===== src/rtl/burst_pkg.sv =====
package burst_pkg;
  localparam int unsigned ADDR_W = 20;
  localparam int unsigned DATA_W = 16;
  localparam int unsigned WIN_W  = 5;

  typedef enum logic [1:0] {
    STEP_HOLD = 2'd0,
    STEP_LOAD = 2'd1,
    STEP_ADV  = 2'd2
  } step_e;
endpackage


===== src/rtl/burst_addr_seq.sv =====
module burst_addr_seq
  import burst_pkg::*;
#(
  parameter int unsigned AW = ADDR_W,
  parameter int unsigned WW = WIN_W
) (
  input  logic          clk,
  input  logic          rst_n,
  input  logic          load_n,
  input  logic          adv_n,
  input  logic [AW-1:0] start_addr,
  output logic [AW-1:0] addr
);
  localparam int unsigned HI_W = AW - WW;

  step_e           step;
  logic [WW-1:0]   low_nxt;
  logic [HI_W-1:0] hi_q;
  logic [WW-1:0]   low_q;

  // load outranks advance
  always_comb begin
    if (!load_n)     step = STEP_LOAD;
    else if (!adv_n) step = STEP_ADV;
    else             step = STEP_HOLD;
  end

  assign low_nxt = low_q + {{(WW-1){1'b0}}, 1'b1};

  always_ff @(posedge clk or negedge rst_n) begin
    if (!rst_n) begin
      hi_q  <= '0;
      low_q <= '0;
    end else begin
      case (step)
        STEP_LOAD: begin
          hi_q  <= start_addr[AW-1:WW];
          low_q <= start_addr[WW-1:0];
        end
        STEP_ADV: low_q <= low_nxt;
        default: ;
      endcase
    end
  end

  assign addr = {hi_q, low_q};

  a_r2_load_capture: assert property (@(posedge clk) disable iff (!rst_n)
    !load_n |=> addr == $past(start_addr));

  a_r3_low_step: assert property (@(posedge clk) disable iff (!rst_n)
    (load_n && !adv_n) |=> addr[WW-1:0] == WW'($past(addr[WW-1:0]) + 1'b1));

  a_r4_upper_fixed: assert property (@(posedge clk) disable iff (!rst_n)
    load_n |=> $stable(addr[AW-1:WW]));

  a_r6_hold: assert property (@(posedge clk) disable iff (!rst_n)
    (load_n && adv_n) |=> $stable(addr));
endmodule


===== src/rtl/burst_array_model.sv =====
module burst_array_model
  import burst_pkg::*;
#(
  parameter int unsigned AW = ADDR_W,
  parameter int unsigned DW = DATA_W
) (
  input  logic          clk,
  input  logic          rst_n,
  input  logic [AW-1:0] addr,
  output logic [DW-1:0] rd_q
);
  localparam int unsigned XW = (AW > DW) ? (AW - DW) : 0;

  logic [DW-1:0] word;

  generate
    if (XW > 0) begin : g_fold
      localparam int unsigned FW = (XW < DW) ? XW : DW;
      logic [DW-1:0] fold;
      assign fold = {{(DW-FW){1'b0}}, addr[DW +: FW]};
      assign word = addr[DW-1:0] ^ fold;
    end else begin : g_plain
      assign word = DW'(addr);
    end
  endgenerate

  always_ff @(posedge clk or negedge rst_n) begin
    if (!rst_n) rd_q <= '0;
    else        rd_q <= word;
  end
endmodule


===== src/rtl/burst_out_gate.sv =====
module burst_out_gate
  import burst_pkg::*;
#(
  parameter int unsigned DW = DATA_W
) (
  input  logic          clk,
  input  logic          rst_n,
  input  logic          ce_n,
  input  logic          oe_n,
  input  logic [DW-1:0] din,
  output logic [DW-1:0] dout,
  output logic          drive
);
  assign drive = ~(ce_n | oe_n);
  assign dout  = drive ? din : '0;

  a_r8_quiet_bus: assert property (@(posedge clk) disable iff (!rst_n)
    (ce_n || oe_n) |-> (dout == '0));

  a_r8_drive_pass: assert property (@(posedge clk) disable iff (!rst_n)
    drive |-> (dout == din));
endmodule


===== src/rtl/burst_reader.sv =====
module burst_reader
  import burst_pkg::*;
#(
  parameter int unsigned AW = ADDR_W,
  parameter int unsigned DW = DATA_W,
  parameter int unsigned WW = WIN_W
) (
  input  logic          clk,
  input  logic          rst_n,
  input  logic          load_n,
  input  logic          adv_n,
  input  logic [AW-1:0] start_addr,
  input  logic          ce_n,
  input  logic          oe_n,
  output logic [AW-1:0] burst_addr,
  output logic [DW-1:0] rd_data,
  output logic          rd_oe
);
  logic [DW-1:0] arr_q;

  burst_addr_seq #(.AW(AW), .WW(WW)) i_seq (
    .clk(clk), .rst_n(rst_n), .load_n(load_n), .adv_n(adv_n),
    .start_addr(start_addr), .addr(burst_addr)
  );

  burst_array_model #(.AW(AW), .DW(DW)) i_arr (
    .clk(clk), .rst_n(rst_n), .addr(burst_addr), .rd_q(arr_q)
  );

  burst_out_gate #(.DW(DW)) i_gate (
    .clk(clk), .rst_n(rst_n), .ce_n(ce_n), .oe_n(oe_n),
    .din(arr_q), .dout(rd_data), .drive(rd_oe)
  );

  // a load on the same edge as an advance lands on the start address
  a_r5_load_wins: assert property (@(posedge clk) disable iff (!rst_n)
    (!load_n && !adv_n) |=> burst_addr == $past(start_addr));
endmodule


===== config.mk =====
export PLATFORM = sky130hd
export DESIGN_NAME = burst_reader
export DESIGN_NICKNAME = d
export VERILOG_FILES = /design/src/rtl/burst_pkg.sv /design/src/rtl/burst_addr_seq.sv /design/src/rtl/burst_array_model.sv /design/src/rtl/burst_out_gate.sv /design/src/rtl/burst_reader.sv
export SDC_FILE = /design/constraint.sdc
export NUM_CORES = 1
export LEC_CHECK = 0
export BUFFER_PORTS_ARGS = -buffer_cell sky130_fd_sc_hd__buf_2
export CORE_AREA = 4 4 59 61
export CTS_BUF_LIST = sky130_fd_sc_hd__clkbuf_4 sky130_fd_sc_hd__clkbuf_8
export CTS_CLUSTER_DIAMETER = 150
export DETAILED_ROUTE_END_ITERATION = 7
export DIE_AREA = 0 0 63 65
export HOLD_SLACK_MARGIN = 0.03
export PLACE_DENSITY = 0.84
export RECOVER_POWER = 50
export REMOVE_ABC_BUFFERS = 1
export SYNTH_ARGS = -nofsm -noshare
export SYNTH_HDL_FRONTEND = slang
export SYNTH_SLANG_ARGS = --single-unit
export TNS_END_PERCENT = 20

===== constraint.sdc =====
create_clock -name clk -period 1.8 [get_ports clk]
set_input_delay 0.36 -clock clk [delete_from_list [all_inputs] [get_ports clk]]
set_output_delay 0.36 -clock clk [all_outputs]
set_load 0.01 [all_outputs]

== Yosys cells after proc, flatten, opt, wreduce, memory -nomap -nowiden ==
Cells that the tools add are included.

* Add/subtract/negate cells: 1
* Eq/ne operators: 2
* Muxes and demuxes: 4
* Bitwise gates (word level): 3
* Reductions and logical operators: 1

{| class="wikitable"
|+ Operators with widths
! kind !! number
|-
| $mux W16 || 1
|-
| $xor A16 B4 Y16 || 1
|-
| $pmux W5 S2 || 1
|-
| $add A5 B1 Y5 const B || 1
|-
| $mux W2 || 2
|-
| $eq A2 B1 Y1 const B || 1
|-
| $eq A2 B2 Y1 const B || 1
|-
| $reduce_bool A2 Y1 || 1
|-
| $not A1 Y1 || 1
|-
| $or A1 B1 Y1 || 1
|}

* Bits in registers: 36
* Output and inout bits: 37
* Logic and storage cells: 14

== Logic depth before layout (Yosys ltp) ==
* Depth in word-level cells: 4
* Gate-level depth with buffers: 4
* Gate-level depth less buffers: 4

== Modules after synthesis ==
Synthesis repeated with hierarchy kept, for this count alone.

* Cell total of the unflattened synthesis: 97
* Area total of the unflattened synthesis: 1,542.7 sq um

{| class="wikitable"
|+ Modules (own cells, without submodules)
! module !! instances !! cells each !! area an instance (sq um) !! sequential area each (sq um)
|-
| burst_addr_seq || 1 || 56 || 884.6 || 500.5
|-
| burst_array_model || 1 || 20 || 435.4 || 400.4
|-
| burst_out_gate || 1 || 21 || 222.7 || 0.0
|}

== Least setup slack after synthesis ==
Ideal clock, no wire load.

* Path type: input to output
* Start: in oe_n
* End: out rd_data[10]
* Arrival: 0.945 ns
* Path slack: 0.495 ns
* Stages: 3
* Cell sequence: nor2_1 buf_6 and2_1

* Word-level cells in the longest chain between the ends: 2

{| class="wikitable"
|+ Ends and longest elaborated chain
! element !! RTL line !! RTL
|-
| start, declared || burst_reader.sv:14 || <nowiki>input logic oe_n,</nowiki>
|-
| $or A1 B1 Y1 || burst_out_gate.sv:14 || <nowiki>assign drive = ~(ce_n | oe_n);</nowiki>
|-
| $mux W16 || burst_out_gate.sv:15 || <nowiki>assign dout = drive ? din : '0;</nowiki>
|-
| end, declared || burst_reader.sv:16 || <nowiki>output logic [DW-1:0] rd_data,</nowiki>
|}

No other way between the ends.

== Final worst setup path ==
* Start: in load_n
* End: reg i_seq.hi_q[13]

* Word-level cells in the longest chain between the ends: 2

{| class="wikitable"
|+ Ends and longest elaborated chain
! element !! RTL line !! RTL
|-
| start, declared || burst_reader.sv:10 || <nowiki>input logic load_n,</nowiki>
|-
| $mux W2 || burst_addr_seq.sv:23 || <nowiki>if (!load_n) step = STEP_LOAD;</nowiki>
|-
| $eq A2 B1 Y1 || burst_addr_seq.sv:35 || <nowiki>case (step)</nowiki>
|-
| end signal, assigned || burst_addr_seq.sv:37 || <nowiki>hi_q <= start_addr[AW-1:WW];</nowiki>
|-
| end, declared || burst_addr_seq.sv:18 || <nowiki>logic [HI_W-1:0] hi_q;</nowiki>
|}

No other way between the ends.
A chain may end at the register's enable or synchronous reset.

==> impl_results.md <==
* Count of cell types in the netlist at 15
* Initial DRT Pass Iterations at 4
* TritonCTS Buffers at 5
* Die X at 63 um
* Crit share post-route at between 80% and 90%
* Drt initial violations at 31
* WP data required at 2.03 ns
* Slew margin rel. at about an eighth
* Avg Inst Size Synth at about 14 um2
* Slew Limit Fails at 0
* Commonest non-fill, non-tap cell in the layout: buf_2
* Core Rows at 20
* Reg2Reg Setup Slack at roughly 0.55 ns
* Yosys Warn Count at 0
* # IOs at 63
* Number of buffers added on ports at between 60 and 70
* DR WL met2 at 1250 um
* Least-Margin Pin Slew at about 1.3 ns
* Layout cell share with drive strength beyond 1 at 53.4%
* RSZ-0062 raised after global routing: no
* Crit path kind: primary input to flip-flop
* Clock Latency Late Sink at 0.34 ns
* Via Count at 908
* CTS root buffer: clkbuf_4
* Final RePlAce weighted congestion at 0.729
* Uppermost layer routed: met4
* Crit-path max FO at 20
* Clock-pin slew on the worst setup and hold paths at 0.10 ns
* Overall Global Routing Usage at 15.1%
* Vias in the first global route at about 930
* Ant diodes at 0
* Final Critical Period at 1.50 ns
* Crit path cell chain: clkbuf_1 > mux2_2
* CP endpoint kind: flip-flop
* Total global routing overflow at 0
* Final setup viols at 0
* Register area share after synthesis at between 50% and 60%
* VDD IR-drop max at 397 uV
* WL/cell at 13.8 um
* Max frequency at 666 MHz
* WP buf/inv at 1
* Drt drc at 0
* Final hold vios at 0
* CP top delay family: buffers and inverters
* Post-Route Setup TNS at 0 ns
* Cts hold-fix bufs at 0
* Die footprint at between 0.004 and 0.005 mm2
* Initial core utilization at 51.3%
* CTS Sinks at 36
* Area Growth Syn to Fin at 19.1%
* Crit path launch type: primary input
* Slowest stage delay, CP at 0.94 ns
* PD cells at 951 mW/mm2
* Worst hold path class: primary input to async pin
* Synth Register Bits at 36
* Power Total at 1.73 mW
* Setup Buffers After CTS at 0
* Largest net degree at the start of global routing at 37
* H-Tree Depth at 2
* Post-synth top area cell: dfrtp_1
* Static Leak at 0.947 nW
* Outcome: completed
* Die Ht at between 60 and 70 um
* Dominant cells by area after synthesis: dfrtp_1 59%, mux2_4 12%, and2_1 6.6%
* Post-route ant nets at 0
* Clock skew at roughly 0.006 ns
* Via/cell ratio at approximately 4.6
* CP max stage cell: clkbuf_1
* Initial antenna violation count at 0
* Post-DP HPWL at 1990 um
* CTS tree: done
* Mapped Cells at 106
* Total Routed Length at 2700 um
* Routed met1 length at 1080 um
* Synth top area share at 59.0%
* Fill cells at 239
* Post-Syn Area at 0.00153 mm2
* Arrival time worst endpoint at 1.73 ns
* First-pass GRT wire length at around 4600 um
* Post_cts resized at 0
* DR WL met3 at 300 um
* Max Cap Viol at 0
* Commonest non-fill, non-tap cells in the layout: 60 x buf_2, 36 x dfrtp_1, 16 x and2_1, 11 x mux2_4
* Final net count at 189
* Core area at between 0.002 and 0.003 mm2
* Clock Tree Buf Depth at 2
## logic make-up (layout without fill, tap and decap cells)
group	count (synthesis)	count (layout)	synth area share, %
AO/OA/AOI/OAI	4	4	1.31
XOR/XNOR	8	8	4.59
adder cells (fa/ha/maj)	1	1	0.820
buffers and inverters	16	73	9.43
flip-flops	36	36	59.0
multiplexers	17	17	15.4
AND/OR/NAND/NOR	24	24	9.43
## power by group
group	internal, mW	switching [mW]
Combinational	0.161	0.139
Clock	0.206	0.257
Sequential	0.906	0.0607
## stage by stage
step                utilization (%)  hold WS [ns]  instances  setup WS [ns]  cell area (um2)
CTS                            61.2        0.0864        196          0.415             1820
floorplan                         -        0.0644         90          0.344             1380
global placement               59.0         0.380        188          0.437             1760
global route                   61.1         0.156        196          0.207             1820
detailed placement             59.0         0.389        188          0.415             1760
finish                         61.1        0.0978        196          0.299             1820
## final cells by class
class / instances / area (um2) / area share (%)
Tap cell: 33 / 41.3 / 2.27
Multi-Input combinational cell: 54 / 478 / 26.3
Timing Repair Buffer: 65 / 332 / 18.2
Clock inverter: 1 / 7.51 / 0.413
Sequential cell: 36 / 901 / 49.6
Clock buffer: 7 / 58.8 / 3.23
## flip-flops by register name, indices dropped and copies added (netlist names)
| register | flops |
|---|---|
| i_seq.low_q | 5 |
| i_seq.hi_q | 15 |
| i_arr.rd_q | 16 |
## cell usage after synthesis
cell      count
nand4b_1      2
mux2_2        4
ha_1          1
dfrtp_1      36
mux2i_1       1
mux2_4       12
buf_4        12
xnor2_1       2
buf_6         3
xor2_1        6
and2_1       16
and2b_1       1
nor2_1        5
a21oi_1       4
buf_12        1
## layer usage
layer  GRT usage, %  vias up
met1           18.2      416
met4           11.6        0
li1               -      440
met3           5.55        7
met5              0        -
met2           21.9       45
## worst paths after layout
| check | start | endpoint | cells after the start |
|---|---|---|---|
| worst min-delay path | rst_n | i_seq.hi_q[3] | 1 |
| min in group clk | start_addr[13] | i_seq.hi_q[8] | 2 |
| max in group asynchronous | rst_n | i_arr.rd_q[15] | 1 |
| worst max-delay path | load_n | i_seq.hi_q[13] | 2 |
| worst min register to register | i_seq.hi_q[5] | i_arr.rd_q[10] | 0 |
| worst max register to register | i_seq.low_q[0] | i_seq.low_q[2] | 4 |
No activity file was read; power rests on OpenSTA's default activity.
